## config.mk

```make
export PLATFORM = sky130hd
export DESIGN_NAME = sysclk_ctrl_regs
export DESIGN_NICKNAME = d
export VERILOG_FILES = /design/src/rtl/sysclk_ctrl_regs.sv
export SDC_FILE = /design/constraint.sdc
export NUM_CORES = 1
export LEC_CHECK = 0
export ABC_AREA = 1
export ABC_CLOCK_PERIOD_IN_PS = 13910
export BUFFER_PORTS_ARGS = -buffer_cell sky130_fd_sc_hd__buf_2
export CORE_MARGIN = 1.5
export CORE_UTILIZATION = 30
export DETAILED_ROUTE_END_ITERATION = 12
export PLACE_DENSITY = 0.57
export SKIP_CTS_REPAIR_TIMING = 1
export SLEW_MARGIN = 40
export SYNTH_ARGS = -nofsm -noshare
export SYNTH_HDL_FRONTEND = slang
export SYNTH_SLANG_ARGS = --single-unit
export TNS_END_PERCENT = 5
```

## constraint.sdc

```tcl
create_clock -name clk -period 13.91 [get_ports clk]
set_input_delay 2.782 -clock clk [delete_from_list [all_inputs] [get_ports clk]]
set_output_delay 2.782 -clock clk [all_outputs]
set_load 0.1 [all_outputs]
```

## src/rtl/sysclk_ctrl_regs.sv

```systemverilog
module sysclk_ctrl_regs #(
  parameter int AW      = 12,
  parameter int DW      = 32,
  parameter int SCALE_W = 9,
  parameter int GATE_N  = 3
) (
  input  logic          clk,
  input  logic          rst_n,
  input  logic          newer_class,
  input  logic          wr_en,
  input  logic [AW-1:0] addr,
  input  logic [DW-1:0] wdata,
  output logic [DW-1:0] rdata,
  output logic [SCALE_W-1:0] clk_scale,
  output logic          irq
);
  localparam logic [AW-1:0] A_BOR   = AW'('h030);
  localparam logic [AW-1:0] A_RAW   = AW'('h050);
  localparam logic [AW-1:0] A_MASK  = AW'('h054);
  localparam logic [AW-1:0] A_MSK   = AW'('h058);
  localparam logic [AW-1:0] A_CFG1  = AW'('h060);
  localparam logic [AW-1:0] A_PLL   = AW'('h064);
  localparam logic [AW-1:0] A_CFG2  = AW'('h070);
  localparam int RUN_BASE  = 'h100;
  localparam int SLP_BASE  = 'h110;
  localparam int DSL_BASE  = 'h120;
  localparam logic [DW-1:0] CFG1_RST = DW'('h078E3AC0);
  localparam logic [DW-1:0] CFG2_RST = DW'('h07802810);
  localparam logic [DW-1:0] BOR_RST  = DW'('h7FFD);
  localparam int PLL_BIT  = 13;
  localparam int LOCK_BIT = 6;

  logic [DW-1:0] cfg1_q, cfg2_q, bor_q, raw_q, mask_q;
  logic [DW-1:0] run_q [GATE_N];
  logic [DW-1:0] slp_q [GATE_N];
  logic [DW-1:0] dsl_q [GATE_N];

  function automatic logic [DW-1:0] pll_entry(input logic cls, input logic [3:0] k);
    return DW'({cls ? 4'hB : 4'h3, 4'h0, k, 4'(4'd15 - k)});
  endfunction

  logic [5:0] div_fld;
  assign div_fld   = cfg2_q[31] ? cfg2_q[28:23] : {2'b00, cfg1_q[26:23]};
  assign clk_scale = SCALE_W'(({3'b000, div_fld} + 9'd1) * 9'd5);
  assign irq       = |(raw_q & mask_q);

  always_ff @(posedge clk) begin
    if (!rst_n) begin
      cfg1_q <= CFG1_RST;
      cfg2_q <= newer_class ? CFG2_RST : '0;
      bor_q  <= BOR_RST;
      raw_q  <= '0;
      mask_q <= '0;
      for (int i = 0; i < GATE_N; i++) begin
        run_q[i] <= (i == 0) ? DW'(1) : '0;
        slp_q[i] <= (i == 0) ? DW'(1) : '0;
        dsl_q[i] <= (i == 0) ? DW'(1) : '0;
      end
    end else if (wr_en) begin
      case (addr)
        A_BOR:  bor_q  <= wdata;
        A_MASK: mask_q <= wdata;
        A_MSK:  raw_q  <= raw_q & ~wdata;
        A_CFG1: cfg1_q <= wdata;
        A_CFG2: if (newer_class) begin
          if (cfg2_q[PLL_BIT] && !wdata[PLL_BIT]) raw_q[LOCK_BIT] <= 1'b1;
          cfg2_q <= wdata;
        end
        default: ;
      endcase
      for (int i = 0; i < GATE_N; i++) begin
        if (addr == AW'(RUN_BASE + 4*i)) run_q[i] <= wdata;
        if (addr == AW'(SLP_BASE + 4*i)) slp_q[i] <= wdata;
        if (addr == AW'(DSL_BASE + 4*i)) dsl_q[i] <= wdata;
      end
    end
  end

  always_comb begin
    rdata = '0;
    case (addr)
      A_BOR:  rdata = bor_q;
      A_RAW:  rdata = raw_q;
      A_MASK: rdata = mask_q;
      A_MSK:  rdata = raw_q & mask_q;
      A_CFG1: rdata = cfg1_q;
      A_PLL:  rdata = pll_entry(newer_class, cfg1_q[9:6]);
      A_CFG2: rdata = cfg2_q;
      default: ;
    endcase
    for (int i = 0; i < GATE_N; i++) begin
      if (addr == AW'(RUN_BASE + 4*i)) rdata = run_q[i];
      if (addr == AW'(SLP_BASE + 4*i)) rdata = slp_q[i];
      if (addr == AW'(DSL_BASE + 4*i)) rdata = dsl_q[i];
    end
  end


  old_cfg2_frozen_chk: assert property (@(posedge clk) disable iff (!rst_n)
    (wr_en && addr == A_CFG2 && !newer_class) |=> ($stable(cfg2_q) && $stable(raw_q)));


  pll_lock_set_chk: assert property (@(posedge clk) disable iff (!rst_n)
    (wr_en && addr == A_CFG2 && newer_class && cfg2_q[PLL_BIT] && !wdata[PLL_BIT])
    |=> raw_q[LOCK_BIT]);


  pll_lock_cause_chk: assert property (@(posedge clk) disable iff (!rst_n)
    $rose(raw_q[LOCK_BIT]) |-> ($past(wr_en) && $past(addr) == A_CFG2));


  irq_masked_off_chk: assert property (@(posedge clk) disable iff (!rst_n)
    (wr_en && addr == A_MASK && wdata == '0) |=> !irq);


  raw_clear_chk: assert property (@(posedge clk) disable iff (!rst_n)
    (wr_en && addr == A_MSK && wdata[LOCK_BIT]) |=> !raw_q[LOCK_BIT]);


  scale_range_chk: assert property (@(posedge clk) disable iff (!rst_n)
    (clk_scale >= SCALE_W'(5)) && (clk_scale <= SCALE_W'(320)) && (clk_scale % 5 == 0));


  unmapped_hold_chk: assert property (@(posedge clk) disable iff (!rst_n)
    (wr_en && addr[11:8] == 4'h2) |=> ($stable(cfg1_q) && $stable(cfg2_q) && $stable(mask_q)
      && $stable(bor_q)));
endmodule

```

==> flow_summary.ini, run 1 <==
[cts]
cts_buffer_depth = 3
cts_buffers = 47
cts_sinks = 448
clk-insertion-delay-late_ns = 0.59
cts_tree = yes
htreeDepth = 2
path_clk_slew_ns = 0.06
cts-root-buf = clkbuf_16

[detailed_routing]
drtIter0Drc = 1806
drt-total-wl_um = 72200
remaining_drc_errors = 0
drtAntennaViolNets = 0
wl_per_cell_um = 21.62
vias_per_cell = 4.980
drtPass1Iterations = 5
num_vias = 16630

[placement]
hpwl_um = 47680
placedCellCount = 3255
dpl_cell_area_um2 = 22190
routabilityCongestion = 0.9245
io_buffers = 89

[setup_path]
cp.arrival_ns = 6.05
crit_top_cell = nand2_1
cp-end-kind = output port
critPathMaxFanout = 38
cp-start-kind = input pin
slowest_delay_ns = 0.47
cp.required_ns = 11.13
path_buf_inv = 6
path_cells = buf_2 -> inv_2 -> nand2_2 -> nor2_4 -> nand2_2 -> inv_2 -> nand2_2 -> buf_4 -> inv_1 -> a21oi_1 -> nand2_1 -> nand2_1 -> nand2_1 -> nand2_1 -> nand2_1 -> nand2_1 -> nand2_1 -> buf_2
critPathSlowestCell = buf_2
cp_top_family = simple AND/OR/NAND/NOR gates
path_class = input pin to output port

[power]
total_leakage_power_nw = 10.21
powerDensity_nw_per_um2 = 127.0
vdd_drop_max_v = 0.0001126
p_total_w = 0.003016

[floorplanning]
io_pins = 90
num_rows = 96
coreArea_um2 = 68590
fp.dieW_um = 266.1
start_util_pct = 30.28
die-area_um2 = 70810
die-height_um = 266.1

[timing]
min_period_over_period_pct = 63.46
worst_pin_slew_ns = 0.8417
grt_setup_unrepaired = no
setup_viol_count_final = 0
period_minus_slack_ns = 8.827
hold_viol = 0
final_max_slew_viol_count = 0
fmax_mhz = 113.3
maxSlewHeadroom_pct = 43.37
tns_ns = 0
finClkSkew_ns = 0.01059

[synthesis]
synth_fa_ha_area_share_pct = 0.7591
synth_top_family_by_area = simple AND/OR/NAND/NOR gates
syn_area_um2 = 20770
synth_compound_gate_area_share_pct = 9.772
avgSynthCellArea_um2 = 8.967
synthesis.nets = 2376
ys_ff_latch = 448
muxShareOfSynthArea_pct = 0
synth-xor-area-share_pct = 0.2530
synth.distinct_cells = 41
ys_warn_count = 0
seq_area_frac_synth_pct = 58.61
synth-simple-area-share_pct = 22.14
synthesis.instances = 2316

[run]
cap_violations = 0

[layout]
multiInputGateArea_um2 = 6982
instances_no_fill = 3340
seq_area_um2 = 12170
num-fill-cells = 7016
area_growth_pct = 14.38
nNetsFinal = 2433
finish.utilization_pct = 34.63
drive_above_1_share_pct = 12.26
fin_area_um2 = 23750

[grt]
grt_pass1_wl_um = 106900
antenna_found_initial = 5
grt_max_degree = 75
grt_pass1_vias = 16420
grt_usage_pct = 20.40
gr-total-overflow = 0

[worst_hold_path]
worstHoldPathType = flip-flop to flip-flop

[run_status]
status = finished, final reports clean
[power by group]
group	total [W]	leakage, nW	internal (W)	switching (W)
sequential	0.00149	4.08	0.00148	0.0000149
combinational	0.000220	5.37	0.0000354	0.000185
clock	0.00130	0.767	0.000764	0.000539
[worst reg2reg max path, delay by kind of cell (launching register included)]
kind            cells  cell delay, ns
buf+inv             1            0.05
compound gates      1            0.17
flops               1            0.32
simple gates        1            0.59
[through the flow]
| stage | hold WS, ns | setup WS (ns) |
|---|---|---|
| 2_1_floorplan | 0.4237 | 4.469 |
| 3_3_place_gp | 0.4335 | 4.756 |
| 3_5_place_dp | 0.4377 | 5.106 |
| 4_1_cts | 0.4471 | 5.078 |
| 5_1_grt | 0.4605 | 4.667 |
| 6_report | 0.4478 | 5.083 |
[cells in the final DEF (no fill, tap or decap), types with 13 or more instances in the layout]
master and n:
or2_0 23, clkinv_2 13, clkbuf_16 47, buf_4 29, o211ai_1 74, inv_2 19
o22ai_1 18, o21ai_0 117, dfxtp_1 128, inv_1 301, nand4_1 23, nand2_1 581
or2_2 37, a21oi_1 121, edfxtp_1 320, nor2_1 212, buf_2 88, nand3_1 135
[Yosys cell counts]
cell type / count / area [um2]
o31ai_2: 1 / 12.51
or2_0: 23 / 143.9
nor3_1: 9 / 45.04
buf_2: 32 / 160.2
nand2_2: 7 / 43.79
buf_4: 10 / 75.07
nor2_4: 9 / 101.4
nand3_4: 1 / 17.52
nand3b_1: 1 / 7.510
dfxtp_1: 128 / 2562
inv_1: 301 / 1130
fa_1: 1 / 20.02
or2_2: 37 / 231.5
and2_1: 4 / 25.02
o22ai_1: 18 / 112.6
buf_1: 1 / 3.750
nand3_1: 135 / 675.7
nor2_8: 2 / 40.04
o221ai_1: 4 / 35.03
nor2_1: 212 / 795.8
nand4_1: 23 / 143.9
o21ai_1: 2 / 10.01
nand2_1: 585 / 2196
xor2_1: 4 / 35.03
ha_1: 11 / 137.6
o2111ai_1: 2 / 17.52
nand2_4: 2 / 22.52
o21ai_0: 126 / 630.6
o31ai_1: 1 / 7.510
xnor2_1: 2 / 17.52
nor4_1: 2 / 12.51
a21oi_1: 121 / 605.6
o211ai_1: 74 / 555.5
a31oi_4: 2 / 42.54
or2_1: 4 / 25.02
or4_1: 1 / 7.510
clkbuf_1: 59 / 221.5
inv_2: 21 / 78.83
nor2_2: 10 / 62.56
edfxtp_1: 320 / 9609
buf_6: 8 / 90.09
[layer usage]
| metal | routed length (um) | global-route usage [%] | up-vias |
|---|---|---|---|
| met4 | 3331 | 9.506 | 2 |
| met2 | 34340 | 33.96 | 682 |
| met1 | 29430 | 26.17 | 8096 |
| li1 | - | - | 7715 |
| met5 | 13 | 0 | - |
| met3 | 5090 | 2.884 | 138 |
[logic make-up (layout without fill, tap and decap cells)]
family,count (synthesis),in the layout
other cells,0,2
buf+inv,432,523
fa+ha+maj,12,12
compound gates,351,351
simple gates,1067,1067
flops,448,448
xor+xnor,6,6
[cell type report]
cell class / count / area share [%]
Sequential cell: 448 / 51.24
Multi-Input combinational cell: 1436 / 29.39
Inverter: 322 / 5.110
Clock buffer: 51 / 5.015
Tap cell: 931 / 4.904
Timing Repair Buffer: 118 / 2.818
Clock inverter: 32 / 1.496
Antenna cell: 2 / 0.02107
[state kept, by name, indices dropped and copies added (netlist names)]
register,cells
bor_q,32
slp_q,96
raw_q,32
run_q,96
cfg2_q,32
cfg1_q,32
mask_q,32
dsl_q,96
[final timing paths]
kind,slack [ns],end,from,cells past startpoint
hold reg to reg,0.45,cfg1_q[30]$_SDFFE_PN0P_,cfg1_q[30]$_SDFFE_PN0P_,2
setup reg to reg,12.72,raw_q[6]$_SDFFE_PN0P_,cfg2_q[13]$_DFFE_PP_,3
hold / removal,0.45,cfg1_q[30]$_SDFFE_PN0P_,cfg1_q[30]$_SDFFE_PN0P_,2
setup / recovery,5.08,rdata[2],addr[7],18
No activity file was read; power rests on OpenSTA's default activity.
==> run 2, diff against run 1 <==
- ABC_AREA: 1 -> 0
- ABC_CLOCK_PERIOD_IN_PS: 13910 -> 8250
- clock period: 13.91 -> 8.25 ns (I/O delays scaled with it)
==> run 2 against run 1 <==
Against the previous run: clock-buffer cell count rose by 5; design area is 0.18% lower; critical path type unchanged; largest cell class unchanged; hold slack better by 0.0072 ns; clock skew is 0.0025 ns lower; wire length is 13% higher; first-iteration DRC count grew 14%; synthesized cell count is 18% lower; core utilization is 0.61 points higher.
==> flow_summary.ini, run 2 <==
[detailed_routing]
drtPass1Iterations = 6
num_vias = 16720
vias_per_cell = 5.789
drtIter0Drc = 2061
drtAntennaViolNets = 0
remaining_drc_errors = 0
drt-total-wl_um = 81830
wl_per_cell_um = 28.34

[setup_path]
path_cells = buf_2 -> or4_2 -> nor2_1 -> buf_4 -> nand3_2 -> o22ai_1 -> a211o_1 -> a22oi_1 -> o21ai_1 -> buf_2
critPathMaxFanout = 14
cp.arrival_ns = 5.62
critPathSlowestCell = or4_2
cp-end-kind = output port
slowest_delay_ns = 1.00
cp-start-kind = input pin
cp.required_ns = 6.60
crit_top_cell = buf_2
path_class = input pin to output port

[timing]
worst_pin_slew_ns = 0.8951
setup_viol_count_final = 0
finClkSkew_ns = 0.008051
grt_setup_unrepaired = no
maxSlewHeadroom_pct = 40.33
final_max_slew_viol_count = 0
fmax_mhz = 137.5
period_minus_slack_ns = 7.273
tns_ns = 0
hold_viol = 0
hold_ws_ns = 0.4551
min_period_over_period_pct = 88.15

[power]
vdd_drop_max_v = 0.0001379
total_leakage_power_nw = 8.098
powerDensity_nw_per_um2 = 221.9

[cts]
htreeDepth = 2
cts-root-buf = clkbuf_16
cts_tree = yes
path_clk_slew_ns = 0.06
cts_sinks = 448
clk-insertion-delay-late_ns = 0.60
cts_buffer_depth = 3
cts_buffers = 48

[synthesis]
synth.area.top_cells = edfxtp_1 47%, dfxtp_1 13%, nand2_1 6.8%
synthTopCellsByCount = 370 x nand2_1, 320 x edfxtp_1, 128 x dfxtp_1
avgSynthCellArea_um2 = 10.71
synth_top_cell_by_area = edfxtp_1
synth_most_common_cell = nand2_1
seq_area_frac_synth_pct = 59.65
ys_warn_count = 0
synth_top_area_share_pct = 47.09
synth_ff_type = edfxtp_1
synthesis.instances = 1906
synth_edf_count = 320
syn_area_um2 = 20410
synth.distinct_cells = 74
ys_ff_latch = 448
synthesis.nets = 1966
async_flop_share_pct = 0

[grt]
antenna_found_initial = 12
gr-total-overflow = 0
grt_pass1_wl_um = 117100
grt_max_degree = 97
grt_pass1_vias = 16050
grt_usage_pct = 23.04

[floorplanning]
io_pins = 90
fp.dieW_um = 263.8
coreArea_um2 = 67280
die-height_um = 263.8
start_util_pct = 30.33
num_rows = 95
die-area_um2 = 69590

[run_status]
status = finished, final reports clean

[placement]
routabilityCongestion = 0.9733
dpl_cell_area_um2 = 22070
io_buffers = 89
hpwl_um = 56030

[layout]
final_common_cell = nand2_1
nNetsFinal = 2034
area_growth_pct = 16.19
largestRegisters = dsl_q (96), run_q (96), slp_q (96)
fin_area_um2 = 23710
drive_above_1_share_pct = 14.30
final_cell_mix = 363 x nand2_1, 320 x edfxtp_1, 128 x dfxtp_1, 124 x and2_1, 121 x a21oi_1

[worst_hold_path]
worstHoldPathType = flip-flop to flip-flop

[run]
cap_violations = 0
[run 2: changes by cell type in the layout (fill, tap and decap cells not counted), sizes merged, moves of 70 or more]
cell / delta
and2: +120
a21boi: +70
nand2: -224
nand3: -82
nor2: -161
inv: -312
[run 2: cells by family (layout without fill, tap and decap cells)]
kind of cell	after synthesis	in the layout	synth area share [%]
buffers and inverters	145	253	2.974
other	0	1	0
AOI/OAI and AO/OA	552	552	17.84
xor gates and xnor gates	8	8	0.3434
DFF	448	448	59.65
adders and majority gates	12	12	0.7726
muxes	44	44	2.244
and+or+nand+nor	697	697	16.18
[run 2: cell type report]
| cell class | count | area [um2] |
|---|---|---|
| Timing Repair Buffer | 155 | 1025 |
| Clock inverter | 34 | 355.3 |
| Sequential cell | 448 | 12170 |
| Fill cell | 6566 | 43570 |
| Inverter | 8 | 30.03 |
| Multi-Input combinational cell | 1313 | 7771 |
| Antenna cell | 1 | 2.502 |
| Tap cell | 873 | 1092 |
| Clock buffer | 56 | 1262 |
[run 2: path summary, 6_finish.rpt]
check | startpoint | end | slack [ns] | cells after the start
hold / removal | raw_q[25]$_SDFFE_PN0P_ | raw_q[25]$_SDFFE_PN0P_ | 0.46 | 2
setup / recovery | addr[11] | rdata[28] | 0.98 | 10
setup reg to reg | cfg2_q[13]$_DFFE_PP_ | raw_q[6]$_SDFFE_PN0P_ | 7.36 | 3
hold reg to reg | raw_q[25]$_SDFFE_PN0P_ | raw_q[25]$_SDFFE_PN0P_ | 0.46 | 2
[run 2: metrics by stage]
step	instances	worst slack [ns]	utilization (%)	total power (W)
2_1_floorplan	1906	-1.046	-	0.002870
3_3_place_gp	2795	1.116	32.69	0.003027
3_5_place_dp	2797	1.134	32.81	0.003036
4_1_cts	2887	1.131	35.21	0.005274
5_1_grt	2887	0.9542	35.24	0.005377
6_report	2888	0.9773	35.24	0.005261
[run 2: where the power goes]
group | switching [W] | internal [W] | total, W
clock | 0.000949 | 0.00132 | 0.00227
sequential | 0.0000350 | 0.00249 | 0.00253
combinational | 0.000372 | 0.0000957 | 0.000468
[run 2: worst max-delay path, delay by kind of cell]
kind / cells / cell delay, ns
and+or+nand+nor: 3 / 1.90
buffers and inverters: 3 / 0.91
AOI/OAI and AO/OA: 4 / 1.13
[run 2: per-layer routing]
layer	wire length (um)	share of wire, %	GRT usage (%)	vias up
met5	116	0.14	0	-
met4	2616	3.2	7.580	18
met3	7963	9.7	4.894	163
met2	37000	45	36.29	930
met1	34140	42	31.48	8397
li1	-	-	-	7210
